<file path="config.mk">
export PLATFORM = sky130hd
export DESIGN_NAME = rate_ratio_meter
export DESIGN_NICKNAME = d
export VERILOG_FILES = /design/src/rtl/rrm_pkg.sv /design/src/rtl/rrm_sync.sv /design/src/rtl/rrm_ctrl.sv /design/src/rtl/rrm_datapath.sv /design/src/rtl/rate_ratio_meter.sv
export SDC_FILE = /design/constraint.sdc
export NUM_CORES = 1
export LEC_CHECK = 0
export ABC_AREA = 1
export BUFFER_PORTS_ARGS = -buffer_cell sky130_fd_sc_hd__buf_2
export CORE_AREA = 2 2 65 67
export CTS_BUF_LIST = sky130_fd_sc_hd__clkbuf_4
export DETAILED_ROUTE_END_ITERATION = 8
export DIE_AREA = 0 0 67 69
export SLEW_MARGIN = 20
export SYNTH_ARGS = -nofsm -noshare
export SYNTH_HDL_FRONTEND = slang
export SYNTH_SLANG_ARGS = --single-unit
</file>
<file path="constraint.sdc">
create_clock -name clk -period 2.2 [get_ports clk]
set_clock_uncertainty 0.1 [all_clocks]
set_input_delay 0.44 -clock clk [delete_from_list [all_inputs] [get_ports clk]]
set_output_delay 0.44 -clock clk [all_outputs]
set_load 0.05 [all_outputs]
</file>
<file path="src/rtl/rrm_pkg.sv">
`timescale 1ns/1ps
package rrm_pkg;
  // Strobes from control to datapath, one cycle wide
  typedef struct packed {
    logic restart;  // begin a new period count
    logic capture;  // latch the finished period into the result register
  } rrmStrobes_t;
endpackage

</file>
<file path="src/rtl/rrm_sync.sv">
`timescale 1ns/1ps
module rrm_sync #(
  parameter int SYNC_STAGES = 2
) (
  input  logic clk,
  input  logic rstN,
  input  logic asyncIn,
  output logic riseEdge
);
  logic [SYNC_STAGES:0] chain;

  always_ff @(posedge clk) begin
    if (!rstN) chain[0] <= 1'b0;
    else       chain[0] <= asyncIn;
  end

  for (genvar g = 1; g <= SYNC_STAGES; g++) begin : gStage
    always_ff @(posedge clk) begin
      if (!rstN) chain[g] <= 1'b0;
      else       chain[g] <= chain[g-1];
    end
  end

  assign riseEdge = chain[SYNC_STAGES-1] & ~chain[SYNC_STAGES];

  // a held strobe yields one single-cycle edge
  assert_edge_single_R10: assert property (@(posedge clk) disable iff (!rstN)
    riseEdge |=> !riseEdge);
endmodule

</file>
<file path="src/rtl/rrm_ctrl.sv">
`timescale 1ns/1ps
module rrm_ctrl
  import rrm_pkg::*;
(
  input  logic        clk,
  input  logic        rstN,
  input  logic        frameEdge,
  input  logic        pllLock,
  output rrmStrobes_t strobes,
  output logic        measValid
);
  logic started;   // a period start has been seen under lock
  logic measured;  // a full period has been captured under lock

  always_comb begin
    strobes.restart = frameEdge & pllLock;
    strobes.capture = frameEdge & pllLock & started;
  end

  always_ff @(posedge clk) begin
    if (!rstN) begin
      started  <= 1'b0;
      measured <= 1'b0;
    end else if (!pllLock) begin
      started  <= 1'b0;
      measured <= 1'b0;
    end else if (frameEdge) begin
      started <= 1'b1;
      if (started) measured <= 1'b1;
    end
  end

  assign measValid = pllLock & measured;

  // completing a measurement needs an earlier start under lock
  assert_needs_start_R5: assert property (@(posedge clk) disable iff (!rstN)
    $rose(measured) |-> $past(started));
  // losing lock forgets any measurement
  assert_unlock_clears_R6: assert property (@(posedge clk) disable iff (!rstN)
    !pllLock |=> (!measured && !started));
endmodule

</file>
<file path="src/rtl/rrm_datapath.sv">
`timescale 1ns/1ps
module rrm_datapath
  import rrm_pkg::*;
#(
  parameter int MCLK_PER_FS = 256,
  parameter int INT_W       = 2,
  parameter int FRAC_W      = 6
) (
  input  logic                    clk,
  input  logic                    rstN,
  input  rrmStrobes_t             strobes,
  output logic [INT_W+FRAC_W-1:0] ratioReg
);
  localparam int RATIO_W = INT_W + FRAC_W;
  localparam int SHIFT   = $clog2(MCLK_PER_FS) - FRAC_W;
  localparam int CNT_SAT = (1 << INT_W) * MCLK_PER_FS;
  localparam int CNT_W   = $clog2(CNT_SAT) + 1;
  localparam logic [CNT_W-1:0] CNT_MAX = CNT_W'(CNT_SAT);

  logic [CNT_W-1:0]   periodCnt;
  logic [RATIO_W-1:0] ratioNext;

  // Saturating period counter
  always_ff @(posedge clk) begin
    if (!rstN)                     periodCnt <= '0;
    else if (strobes.restart)      periodCnt <= CNT_W'(1);
    else if (periodCnt != CNT_MAX) periodCnt <= periodCnt + 1'b1;
  end

  // Scale by dropping SHIFT fraction bits, then clamp
  always_comb begin
    if (periodCnt >= CNT_MAX) ratioNext = '1;
    else                      ratioNext = periodCnt[RATIO_W+SHIFT-1:SHIFT];
  end

  always_ff @(posedge clk) begin
    if (!rstN)               ratioReg <= '0;
    else if (strobes.capture) ratioReg <= ratioNext;
  end

  // the counter never passes its saturation value
  assert_cnt_bound_R4: assert property (@(posedge clk) disable iff (!rstN)
    periodCnt <= CNT_MAX);
  // a saturated period reads all ones
  assert_sat_code_R3: assert property (@(posedge clk) disable iff (!rstN)
    (strobes.capture && periodCnt == CNT_MAX) |=> (ratioReg == '1));
  // the result holds between captures
  assert_hold_R7: assert property (@(posedge clk) disable iff (!rstN)
    !strobes.capture |=> $stable(ratioReg));
endmodule

</file>
<file path="src/rtl/rate_ratio_meter.sv">
`timescale 1ns/1ps
module rate_ratio_meter
  import rrm_pkg::*;
#(
  parameter int MCLK_PER_FS = 256,
  parameter int INT_W       = 2,
  parameter int FRAC_W      = 6,
  parameter int SYNC_STAGES = 2
) (
  input  logic                    clk,
  input  logic                    rstN,
  input  logic                    frameStrobe,
  input  logic                    pllLock,
  output logic [INT_W+FRAC_W-1:0] ratioOut,
  output logic                    ratioValid
);
  logic        frameEdge;
  rrmStrobes_t strobes;

  rrm_sync #(.SYNC_STAGES(SYNC_STAGES)) uSync (
    .clk(clk), .rstN(rstN), .asyncIn(frameStrobe), .riseEdge(frameEdge)
  );

  rrm_ctrl uCtrl (
    .clk(clk), .rstN(rstN), .frameEdge(frameEdge), .pllLock(pllLock),
    .strobes(strobes), .measValid(ratioValid)
  );

  rrm_datapath #(.MCLK_PER_FS(MCLK_PER_FS), .INT_W(INT_W), .FRAC_W(FRAC_W)) uData (
    .clk(clk), .rstN(rstN), .strobes(strobes), .ratioReg(ratioOut)
  );

  // valid is never shown without lock
  assert_valid_lock_R6: assert property (@(posedge clk) disable iff (!rstN)
    ratioValid |-> pllLock);
endmodule

</file>
# == Word level (Yosys, flattened, before mapping) ==
# Cells that the tools add are included.
# op_classes
mul,0
muxes,3
reduce_logical,4
shifts,0
bitwise_logic,6
addsub,1
n_lt_le_gt_ge,1
n_div,0
n_eq_ne,1
# op_table
cell,n
"11-bit by 1-bit adder with 11-bit output, second input constant",1
"11-bit greater-or-equal comparator, second input constant",1
"11-bit inequality test, second input constant",1
8-bit 2-to-1 mux,1
1-bit AND,4
2-bit AND reduction,2
1-bit 2-to-1 mux,2
1-bit inverter,2
2-bit nonzero test,1
2-bit OR reduction,1
# word_totals
ramBits,0
latch_bits,0
in_bits,4
rom_bits,0
register_bits,24
output_inout_bits,9
n_memories,0

# == Longest topological paths before layout ==
# Gate-level depths: netlist of run 1.
# logic_depth
word_depth,4
mapped_depth,7
ltp_nobuf,7

# == Modules after synthesis ==
# A second synthesis of run 1 with hierarchy kept.
# hier_totals
hier_cells,141
area_unflattened_um2,1061.0
# by_module_without_submodules
mod,area_each_um2,seq_area_each_um2,n_inst,cells_each
rrm_datapath,875.8,380.4,1,116
rrm_ctrl,92.6,40.0,1,14
rrm_sync,92.6,60.1,1,11

# == Worst setup path after synthesis of run 1 ==
# No wires, ideal clock.
# synth_path
kind,input -> output
start,in pllLock
end,out ratioValid
stages,2
required_ps,1660
arrival_ps,797
path_slack_ps,863
cell_sequence,nand2_1 inv_1
# synth_via
elab_chain_cells,1
# synth_lines
item,line_no,source
"start, declared",rate_ratio_meter.sv:13,"input logic pllLock,"
1-bit AND,rrm_ctrl.sv:33,assign measValid = pllLock & measured;
"end, declared",rate_ratio_meter.sv:15,output logic ratioValid
# No other way between the ends.

# == Worst setup path after layout of run 1 ==
# layout_path
start,reg uCtrl.measured
end,out ratioValid
# layout_via
elab_chain_cells,1
# layout_lines
item,line_no,source
"start, declared",rrm_ctrl.sv:13,logic measured;
"start signal, assigned",rrm_ctrl.sv:23,measured <= 1'b0;
"start signal, assigned",rrm_ctrl.sv:26,measured <= 1'b0;
"start signal, assigned",rrm_ctrl.sv:29,if (started) measured <= 1'b1;
1-bit AND,rrm_ctrl.sv:33,
# No other way between the ends.

==> impl_metrics.env, run 1 <==
export IMPL_rsz0062_at_grt="false"
export IMPL_dieWidth_um=67
export IMPL_min_path_cells=3
export IMPL_peakVddDrop_uv=340
export IMPL_path_depth=3
export IMPL_worstSkewPairLatency_ns=0.32
export IMPL_drc=0
export IMPL_final_min_clock_period_ns=1.54
export IMPL_hp_class="in2reg"
export IMPL_port_buffers=12
export IMPL_ant_nets=0
export IMPL_min_to="uSync.chain[0]"
export IMPL_ios=13
export IMPL_r2r_cells=6
export IMPL_synth_area_um2=1140
export IMPL_grt_max_degree=18
export IMPL_num_vias=909
export IMPL_min_delay_start="frameStrobe"
export IMPL_area_growth_pct=10.1
export IMPL_grt_overflow_total=0
export IMPL_fin_crit_sh_pct=69.9
export IMPL_rows=23
export IMPL_ctsHoldBuffers=0
export IMPL_cts_setup_buffers=0
export IMPL_final_common_cell="dfxtp_1"
export IMPL_timing_rr_start="uData.periodCnt[0]"
export IMPL_r2r_setup_slack_ns=0.83
export IMPL_dr_pass1_iters=4
export IMPL_clock_sinks=24
export IMPL_die_h_um=69
export IMPL_slowest_stage="dfxtp_1"
export IMPL_finalHoldViolations=0
export IMPL_drv_cap=0
export IMPL_gp_congestion=0.735
export IMPL_syn_mean_instance_area_um2=7.77
export IMPL_wl_mm=2.13
export IMPL_crit_path_max_incr_delay_ns=0.33
export IMPL_p_per_area_nw_per_um2=556
export IMPL_status="finished, final reports clean"
export IMPL_p_leak_nw=0.518
export IMPL_path_clk_slew_ns=0.13
export IMPL_syn_inst=147
export IMPL_worstPathRequired_ns=1.66
export IMPL_ys_warn_count=0
export IMPL_startpoint="uCtrl.measured"
export IMPL_fillCellCount=455
export IMPL_syn_nets=153
export IMPL_cts_root_buf="clkbuf_4"
export IMPL_ys_seq_area_share_pct=42.1
export IMPL_worst_setup_path_start_kind="flop"
export IMPL_tightest_slew_ns=0.361
export IMPL_slew_violations=0
export IMPL_clock_path_buffers=2
export IMPL_cts_tree="built"
export IMPL_dpl_instance_area_um2=1230
export IMPL_hpwl_mm=1.58
export IMPL_cp_cell_sequence="nand2_1 > inv_1 > buf_2"
export IMPL_die_area_um2=4620
export IMPL_routedWlPerCell_um=10.2
export IMPL_grt_pass1_wl_mm=3.94
export IMPL_setup_violations=0
export IMPL_cp_arrival_ns=1.00
export IMPL_fin_setup_tns_ns=0
export IMPL_critPathKind="reg2out"
export IMPL_path_buf_inv=2
export IMPL_drt_iter0_drc=28
export IMPL_crit_fanout=2
export IMPL_diodes=0
export IMPL_avgViaCountPerCell=4.35
export IMPL_nets=166
export IMPL_endpoint_kind="primary output"
export IMPL_drive_gt1_share_pct=22.0
export IMPL_max_slew_margin_pct=75.9
export IMPL_cpLargestDelayFamily="flip-flops"
export IMPL_r2r_end="uData.periodCnt[8]"
export IMPL_initial_core_util_pct=29.2
export IMPL_layout_common_cells="dfxtp_1 (24), a21oi_1 (22), nand2_1 (19)"
export IMPL_cts_made_buffers=3
export IMPL_fin_area_um2=1260
export IMPL_fin_cells=209
export IMPL_antenna_found_initial=0
export IMPL_synth_seq_cells=24
export IMPL_dp_cells=205
export IMPL_htreeDepth=1
export IMPL_cts_resized=0
export IMPL_grt_pass1_vias=903
export IMPL_max_freq_mhz=650
export IMPL_grt_usage_pct=10.5
export IMPL_synth_cell_types=26
export IMPL_core_um2=3910
worst reg2reg max path, delay by kind of cell (launching register included):
kind,cells,cell delay [ns]
flops,1,0.44
simple gates,4,0.43
fa+ha+maj,1,0.26
compound gates,1,0.05
cell families (layout without fill, tap and decap cells):
group	count (synthesis)	in the layout	synth area share (%)
simple gates	69	69	32.9
compound gates	27	27	12.2
flops	24	24	42.1
fa+ha+maj	2	2	2.19
buf+inv	23	35	9.20
xor+xnor	2	2	1.53
through the flow:
step	power (mW)	hold WS, ns	worst slack (ns)	util (%)
after global placement	0.505	0.294	0.719	31.5
after floorplan	0.493	0.290	0.863	-
final	0.699	0.197	0.662	32.1
after CTS	0.706	0.197	0.656	32.1
after global routing	0.732	0.204	0.609	32.1
after detailed placement	0.506	0.299	0.707	31.5
cells in the mapped netlist, drive strengths merged:
cell / instances / area share (%)
a21oi: 23 / 10
nand4: 4 / 2.2
buf: 3 / 2.6
xnor2: 1 / 0.77
nand2: 22 / 8.3
dfxtp: 24 / 42
ha: 2 / 2.2
nor2: 25 / 11
nor3: 5 / 3.2
o21ai: 4 / 1.8
clkbuf: 1 / 0.33
inv: 19 / 6.2
nand3: 11 / 6.8
xor2: 1 / 0.77
nand3b: 2 / 1.3
layout make-up:
| class | count | area, um^2 | share of cell area [%] |
|---|---|---|---|
| clock buffer | 3 | 22.5 | 1.79 |
| clock inverter | 1 | 3.75 | 0.299 |
| inverter | 19 | 71.3 | 5.67 |
| multi-input combinational | 100 | 557 | 44.3 |
| sequential | 24 | 480 | 38.2 |
| tap | 50 | 62.6 | 4.98 |
| timing repair buffer | 12 | 60.1 | 4.78 |
metal layers:
metal | part of all wire (%) | up-vias | wire, um | global-route usage (%)
li1 | - | 503 | - | -
met1 | 52 | 391 | 1110 | 14.3
met2 | 44 | 11 | 948 | 16.8
met3 | 2.4 | 4 | 52 | 1.96
met4 | 1.0 | 0 | 22 | 2.72
met5 | 0 | - | 0 | 0
where the power goes:
group	leakage (nW)	internal [mW]	total [mW]	switching, mW
clock	0.0154	0.0664	0.202	0.135
sequential	0.194	0.442	0.451	0.00838
combinational	0.308	0.0175	0.0462	0.0287
total	0.518	0.526	0.699	0.173
worst max path at each step:
stage | to | slack (ns)
2_1_floorplan | ratioValid | 0.86
4_1_cts | ratioValid | 0.66
3_3_place_gp | ratioValid | 0.72
6_report | ratioValid | 0.66
3_5_place_dp | ratioValid | 0.71
5_1_grt | ratioValid | 0.61
state kept, by name, indices dropped and copies added, names as in the netlist:
register and count:
uCtrl.measured 1, uCtrl.started 1, uData.periodCnt 11, uData.ratioReg 8
uSync.chain 3
Note: power is estimated with default switching activity, not from simulation.
==> inputs of run 2 (changes only) <==
==> constraint.sdc (replaced) <==
create_clock -name clk -period 1.4 [get_ports clk]
set_clock_uncertainty 0.1 [all_clocks]
set_input_delay 0.28 -clock clk [delete_from_list [all_inputs] [get_ports clk]]
set_output_delay 0.28 -clock clk [all_outputs]
set_load 0.05 [all_outputs]
==> run 2 against run 1 <==
Compared with the run above:
- final cell count increased by 0.48%
- core utilization increased by 0.54 points
- register-to-register slack got worse by 0.72 ns
- largest cell class unchanged
- largest power group unchanged
- clock power increased by 56%
- total power increased by 57%
- design area increased by 1.7%
- first-iteration DRC count increased by 68%
- critical path type unchanged
==> impl_metrics.env, run 2 (same netlist as run 1, synthesis figures left out) <==
export IMPL_status="finished, final reports clean"
export IMPL_fin_cells=210
export IMPL_cts_made_buffers=3
export IMPL_dieWidth_um=67
export IMPL_cp_cell_sequence="buf_2"
export IMPL_tightest_slew_ns=0.342
export IMPL_dp_cells=206
export IMPL_cts_root_buf="clkbuf_4"
export IMPL_nets=167
export IMPL_reg_largest_list="uData.periodCnt x11, uData.ratioReg x8, uSync.chain x3"
export IMPL_num_vias=943
export IMPL_dr_pass1_iters=4
export IMPL_place_ws_ns=0.0552
export IMPL_avgViaCountPerCell=4.49
export IMPL_hp_class="in2reg"
export IMPL_fin_crit_sh_pct=95.2
export IMPL_setup_worst_path_end="ratioOut[1]"
export IMPL_slew_violations=0
export IMPL_fillCellCount=452
export IMPL_rows=23
export IMPL_die_h_um=69
export IMPL_largest_reg_flops=11
export IMPL_initial_core_util_pct=29.2
export IMPL_p_per_area_nw_per_um2=860
export IMPL_grt_pass1_vias=877
export IMPL_cts_tree="built"
export IMPL_multi_input_area_um2=564
export IMPL_r2r_setup_slack_ns=0.11
export IMPL_dpl_instance_area_um2=1240
export IMPL_max_slew_margin_pct=77.2
export IMPL_min_delay_start="frameStrobe"
export IMPL_antenna_found_initial=0
export IMPL_power_frac_clock_pct=28.7
export IMPL_ios=13
export IMPL_area_growth_pct=11.9
export IMPL_worst_setup_path_start_kind="flop"
export IMPL_final_min_clock_period_ns=1.33
export IMPL_htreeDepth=1
export IMPL_r2r_cells=6
export IMPL_setup_violations=0
export IMPL_gp_congestion=0.823
export IMPL_layout_common_cells="a21oi_1 (22), dfxtp_1 (21), nand2_1 (19)"
export IMPL_seqPwrFrac_pct=64.6
export IMPL_slowest_stage="dfxtp_1"
export IMPL_netSwitchingFraction_pct=24.5
export IMPL_drc=0
export IMPL_finalHoldViolations=0
export IMPL_crit_fanout=2
export IMPL_final_common_cell="a21oi_1"
export IMPL_path_clk_slew_ns=0.13
export IMPL_path_buf_inv=1
export IMPL_endpoint_kind="primary output"
export IMPL_worstSkewPairLatency_ns=0.32
export IMPL_power_switching_mw=0.269
export IMPL_grt_usage_pct=10.3
export IMPL_post_route_util_pct=32.7
export IMPL_regMostFlops="uData.periodCnt"
export IMPL_diodes=0
export IMPL_rsz0062_at_grt="false"
export IMPL_cpLargestDelayFamily="flip-flops"
export IMPL_ant_nets=0
export IMPL_seqCellArea_um2=484
export IMPL_core_um2=3910
export IMPL_peakVddDrop_uv=454
export IMPL_clock_sinks=24
export IMPL_startpoint="uData.ratioReg[1]"
export IMPL_drt_iter0_drc=47
export IMPL_p_comb_share_pct=6.8
export IMPL_cp_arrival_ns=0.95
export IMPL_worst_slack_ns=0.0671
export IMPL_critPathKind="reg2out"
export IMPL_r2r_end="uData.periodCnt[9]"
export IMPL_wl_mm=2.16
export IMPL_fin_area_um2=1280
export IMPL_ctsHoldBuffers=0
export IMPL_p_leak_nw=0.526
export IMPL_hpwl_mm=1.60
export IMPL_timing_rr_start="uData.periodCnt[3]"
export IMPL_drv_cap=0
export IMPL_crit_path_max_incr_delay_ns=0.36
export IMPL_drive_gt1_share_pct=25.6
export IMPL_die_area_um2=4620
export IMPL_path_depth=1
export IMPL_routedWlPerCell_um=10.3
export IMPL_p_int_mw=0.830
export IMPL_grt_pass1_wl_mm=3.75
export IMPL_clock_path_buffers=2
export IMPL_max_freq_mhz=750
export IMPL_worstPathRequired_ns=1.02
export IMPL_grt_max_degree=18
export IMPL_port_buffers=12
export IMPL_fin_setup_tns_ns=0
export IMPL_grt_overflow_total=0
## run 2: cell count changes in the layout (fill, tap and decap cells not counted)
cell | previous run | this run
ha_2 | 0 | 1
nor3_1 | 4 | 3
ha_1 | 2 | 1
buf_4 | 0 | 2
nor3_2 | 0 | 1
dfxtp_2 | 0 | 3
dfxtp_1 | 24 | 21
buf_2 | 12 | 11
## run 2: how the worst min path moves through the flow
stage                           to  cells past startpoint  slack [ns]
floorplan           uSync.chain[0]                      2        0.27
global placement    uSync.chain[1]                      2        0.29
detailed placement  uSync.chain[1]                      2        0.30
CTS                 uSync.chain[0]                      3        0.04
global route        uSync.chain[0]                      3        0.04
finish              uSync.chain[0]                      3        0.03
## run 2: power by group through the flow
| stage | Combinational [mW] | Clock (mW) | Sequential [mW] |
|---|---|---|---|
| after floorplan | 0.0554 | 0 | 0.720 |
| after global placement | 0.0740 | 0 | 0.723 |
| after detailed placement | 0.0744 | 0 | 0.723 |
| after CTS | 0.0749 | 0.327 | 0.708 |
| after global routing | 0.0871 | 0.355 | 0.712 |
| final | 0.0744 | 0.315 | 0.710 |
## run 2: layout make-up
type	instances	area share, %
Clock inverter	1	0.294
Sequential cell	24	37.9
Inverter	19	5.58
Tap cell	50	4.89
Multi-Input combinational cell	100	44.1
Timing Repair Buffer	13	5.48
Clock buffer	3	1.76
## run 2: routing by layer
metal,routed length [um],vias up,track usage [%]
met5,0,-,0
met2,962,19,16.1
met1,1090,419,13.5
met3,68,4,2.12
met4,37,0,4.31
li1,-,501,-
## run 2: through the flow
| stage | power, mW | hold WS [ns] |
|---|---|---|
| detailed placement | 0.798 | 0.297 |
| global placement | 0.797 | 0.292 |
| finish | 1.10 | 0.0338 |
| CTS | 1.11 | 0.0355 |
| floorplan | 0.775 | 0.273 |
| global route | 1.15 | 0.0386 |
## run 2: timing repair
item,CTS,global route
gates resized for setup,0,7
setup buffers,0,0
endpoints found under the hold margin,0,0
endpoints found under the setup margin,0,5
==> inputs of run 3 (changes only) <==
--- a/config.mk
+++ b/config.mk
@@ -11,6 +11,7 @@
 export CTS_BUF_LIST = sky130_fd_sc_hd__clkbuf_4
 export DETAILED_ROUTE_END_ITERATION = 8
 export DIE_AREA = 0 0 67 69
+export MAX_ROUTING_LAYER = met4
 export SLEW_MARGIN = 20
 export SYNTH_ARGS = -nofsm -noshare
 export SYNTH_HDL_FRONTEND = slang
==> run 3 against run 2 <==
Compared with the run above:
- first-iteration DRC count fell by 4.3%
- core utilization did not move
- fmax rose by 0.30%
- design area did not move
- non-clock buffer count did not move
- global-route usage rose by 0.28 points
- critical endpoint unchanged
- largest cell class unchanged
- largest power group unchanged
==> impl_metrics.env, run 3 (same netlist as run 1, synthesis figures left out) <==
export IMPL_crit_fanout=2
export IMPL_drv_cap=0
export IMPL_layout_common_cells="a21oi_1 (22), dfxtp_1 (21), nand2_1 (19)"
export IMPL_min_delay_start="frameStrobe"
export IMPL_grt_usage_pct=10.5
export IMPL_grt_max_degree=18
export IMPL_path_clk_slew_ns=0.13
export IMPL_nets=167
export IMPL_seqPwrFrac_pct=64.7
export IMPL_grt_pass1_wl_mm=3.75
export IMPL_drc=0
export IMPL_final_min_clock_period_ns=1.33
export IMPL_htreeDepth=1
export IMPL_r2r_end="uData.periodCnt[9]"
export IMPL_routedWlPerCell_um=10.3
export IMPL_crit_path_max_incr_delay_ns=0.36
export IMPL_cpLargestDelayFamily="flip-flops"
export IMPL_finalHoldViolations=0
export IMPL_cts_made_buffers=3
export IMPL_min_path_cells=3
export IMPL_dp_cells=206
export IMPL_cts_root_buf="clkbuf_4"
export IMPL_ctsHoldBuffers=0
export IMPL_dieWidth_um=67
export IMPL_wl_mm=2.16
export IMPL_ios=13
export IMPL_p_int_mw=0.830
export IMPL_largest_reg_flops=11
export IMPL_cts_setup_buffers=0
export IMPL_r2r_setup_slack_ns=0.12
export IMPL_path_buf_inv=1
export IMPL_worst_slack_ns=0.0711
export IMPL_avgViaCountPerCell=4.51
export IMPL_regMostFlops="uData.periodCnt"
export IMPL_worstPathRequired_ns=1.02
export IMPL_endpoint_kind="primary output"
export IMPL_slowest_stage="dfxtp_1"
export IMPL_drive_gt1_share_pct=25.6
export IMPL_die_area_um2=4620
export IMPL_setup_violations=0
export IMPL_p_comb_share_pct=6.8
export IMPL_cp_arrival_ns=0.95
export IMPL_ant_nets=0
export IMPL_peakVddDrop_uv=450
export IMPL_num_vias=948
export IMPL_timing_rr_start="uData.periodCnt[3]"
export IMPL_antenna_found_initial=0
export IMPL_tightest_slew_ns=0.349
export IMPL_final_common_cell="a21oi_1"
export IMPL_fin_crit_sh_pct=94.9
export IMPL_grt_overflow_total=0
export IMPL_reg_largest_list="uData.periodCnt x11, uData.ratioReg x8, uSync.chain x3"
export IMPL_min_to="uSync.chain[0]"
export IMPL_max_slew_margin_pct=76.7
export IMPL_clock_path_buffers=2
export IMPL_fin_setup_tns_ns=0
export IMPL_cts_tree="built"
export IMPL_power_frac_clock_pct=28.5
export IMPL_fin_cells=210
export IMPL_r2r_cells=6
export IMPL_core_um2=3910
export IMPL_p_per_area_nw_per_um2=858
export IMPL_rows=23
export IMPL_worstSkewPairLatency_ns=0.32
export IMPL_dr_pass1_iters=4
export IMPL_initial_core_util_pct=29.2
export IMPL_p_leak_nw=0.526
export IMPL_slew_violations=0
export IMPL_grt_pass1_vias=877
export IMPL_status="finished, final reports clean"
export IMPL_hold_ws_ns=0.0380
export IMPL_area_growth_pct=11.9
export IMPL_drt_iter0_drc=45
export IMPL_rsz0062_at_grt="false"
export IMPL_die_h_um=69
export IMPL_max_freq_mhz=752
export IMPL_gp_congestion=0.836
export IMPL_worst_setup_path_start_kind="flop"
export IMPL_clock_sinks=24
export IMPL_netSwitchingFraction_pct=24.3
export IMPL_hp_class="in2reg"
export IMPL_port_buffers=12
export IMPL_place_ws_ns=0.0552
export IMPL_hpwl_mm=1.60
export IMPL_power_switching_mw=0.266
export IMPL_critPathKind="reg2out"
export IMPL_cp_cell_sequence="buf_2"
export IMPL_diodes=0
## run 3: cell counts in the layout (fill, tap and decap cells not counted)
No cell type changed its count.
## run 3: repair_timing
action                     4_1_cts  5_1_grt
resized for setup                0        7
setup endpoints to repair        0        5
hold endpoints to repair         0        0
## run 3: area by class of cell
class	instances	area, um^2
Clock buffer	3	22.5
Timing Repair Buffer	13	70.1
Inverter	19	71.3
Fill cell	452	2640
Clock inverter	1	3.75
Sequential cell	24	484
Tap cell	50	62.6
Multi-Input combinational cell	100	564
## run 3: worst max path at each step
stage	start	to	slack [ns]	cells past startpoint
after floorplan	uData.periodCnt[0]	uData.periodCnt[8]	0.18	6
after global placement	uData.periodCnt[0]	uData.periodCnt[8]	0.11	6
after detailed placement	uData.periodCnt[0]	uData.periodCnt[8]	0.06	6
after CTS	uCtrl.measured	ratioValid	0.01	3
after global routing	uData.periodCnt[0]	uData.periodCnt[10]	0.01	5
final	uData.ratioReg[1]	ratioOut[1]	0.07	1
## run 3: worst reg2reg max path, delay by kind of cell (launching register included)
family / cells / cell delay, ns
simple gates: 5 / 0.55
flops: 1 / 0.54
buf+inv: 1 / 0.05
## run 3: power by group through the flow
stage,logic (mW),registers (mW),clock network [mW]
after floorplan,0.0554,0.720,0
after global placement,0.0740,0.723,0
after detailed placement,0.0744,0.723,0
after CTS,0.0749,0.708,0.327
after global routing,0.0871,0.712,0.355
final,0.0745,0.710,0.312
## run 3: per-stage QoR
step                      power (mW)  util, %  area [um^2]
after floorplan                0.775        -         1140
after global routing            1.15     32.7         1280
after CTS                       1.11     32.3         1260
after detailed placement       0.798     31.6         1240
after global placement         0.797     31.6         1240
final                           1.10     32.7         1280
## run 3: metal layers
| layer | up-vias | part of all wire (%) | track usage, % |
|---|---|---|---|
| met4 | 0 | 1.5 | 4.31 |
| li1 | 502 | - | - |
| met3 | 4 | 3.3 | 2.12 |
| met5 | - | 0 | - |
| met2 | 17 | 45 | 16.1 |
| met1 | 425 | 50 | 13.5 |
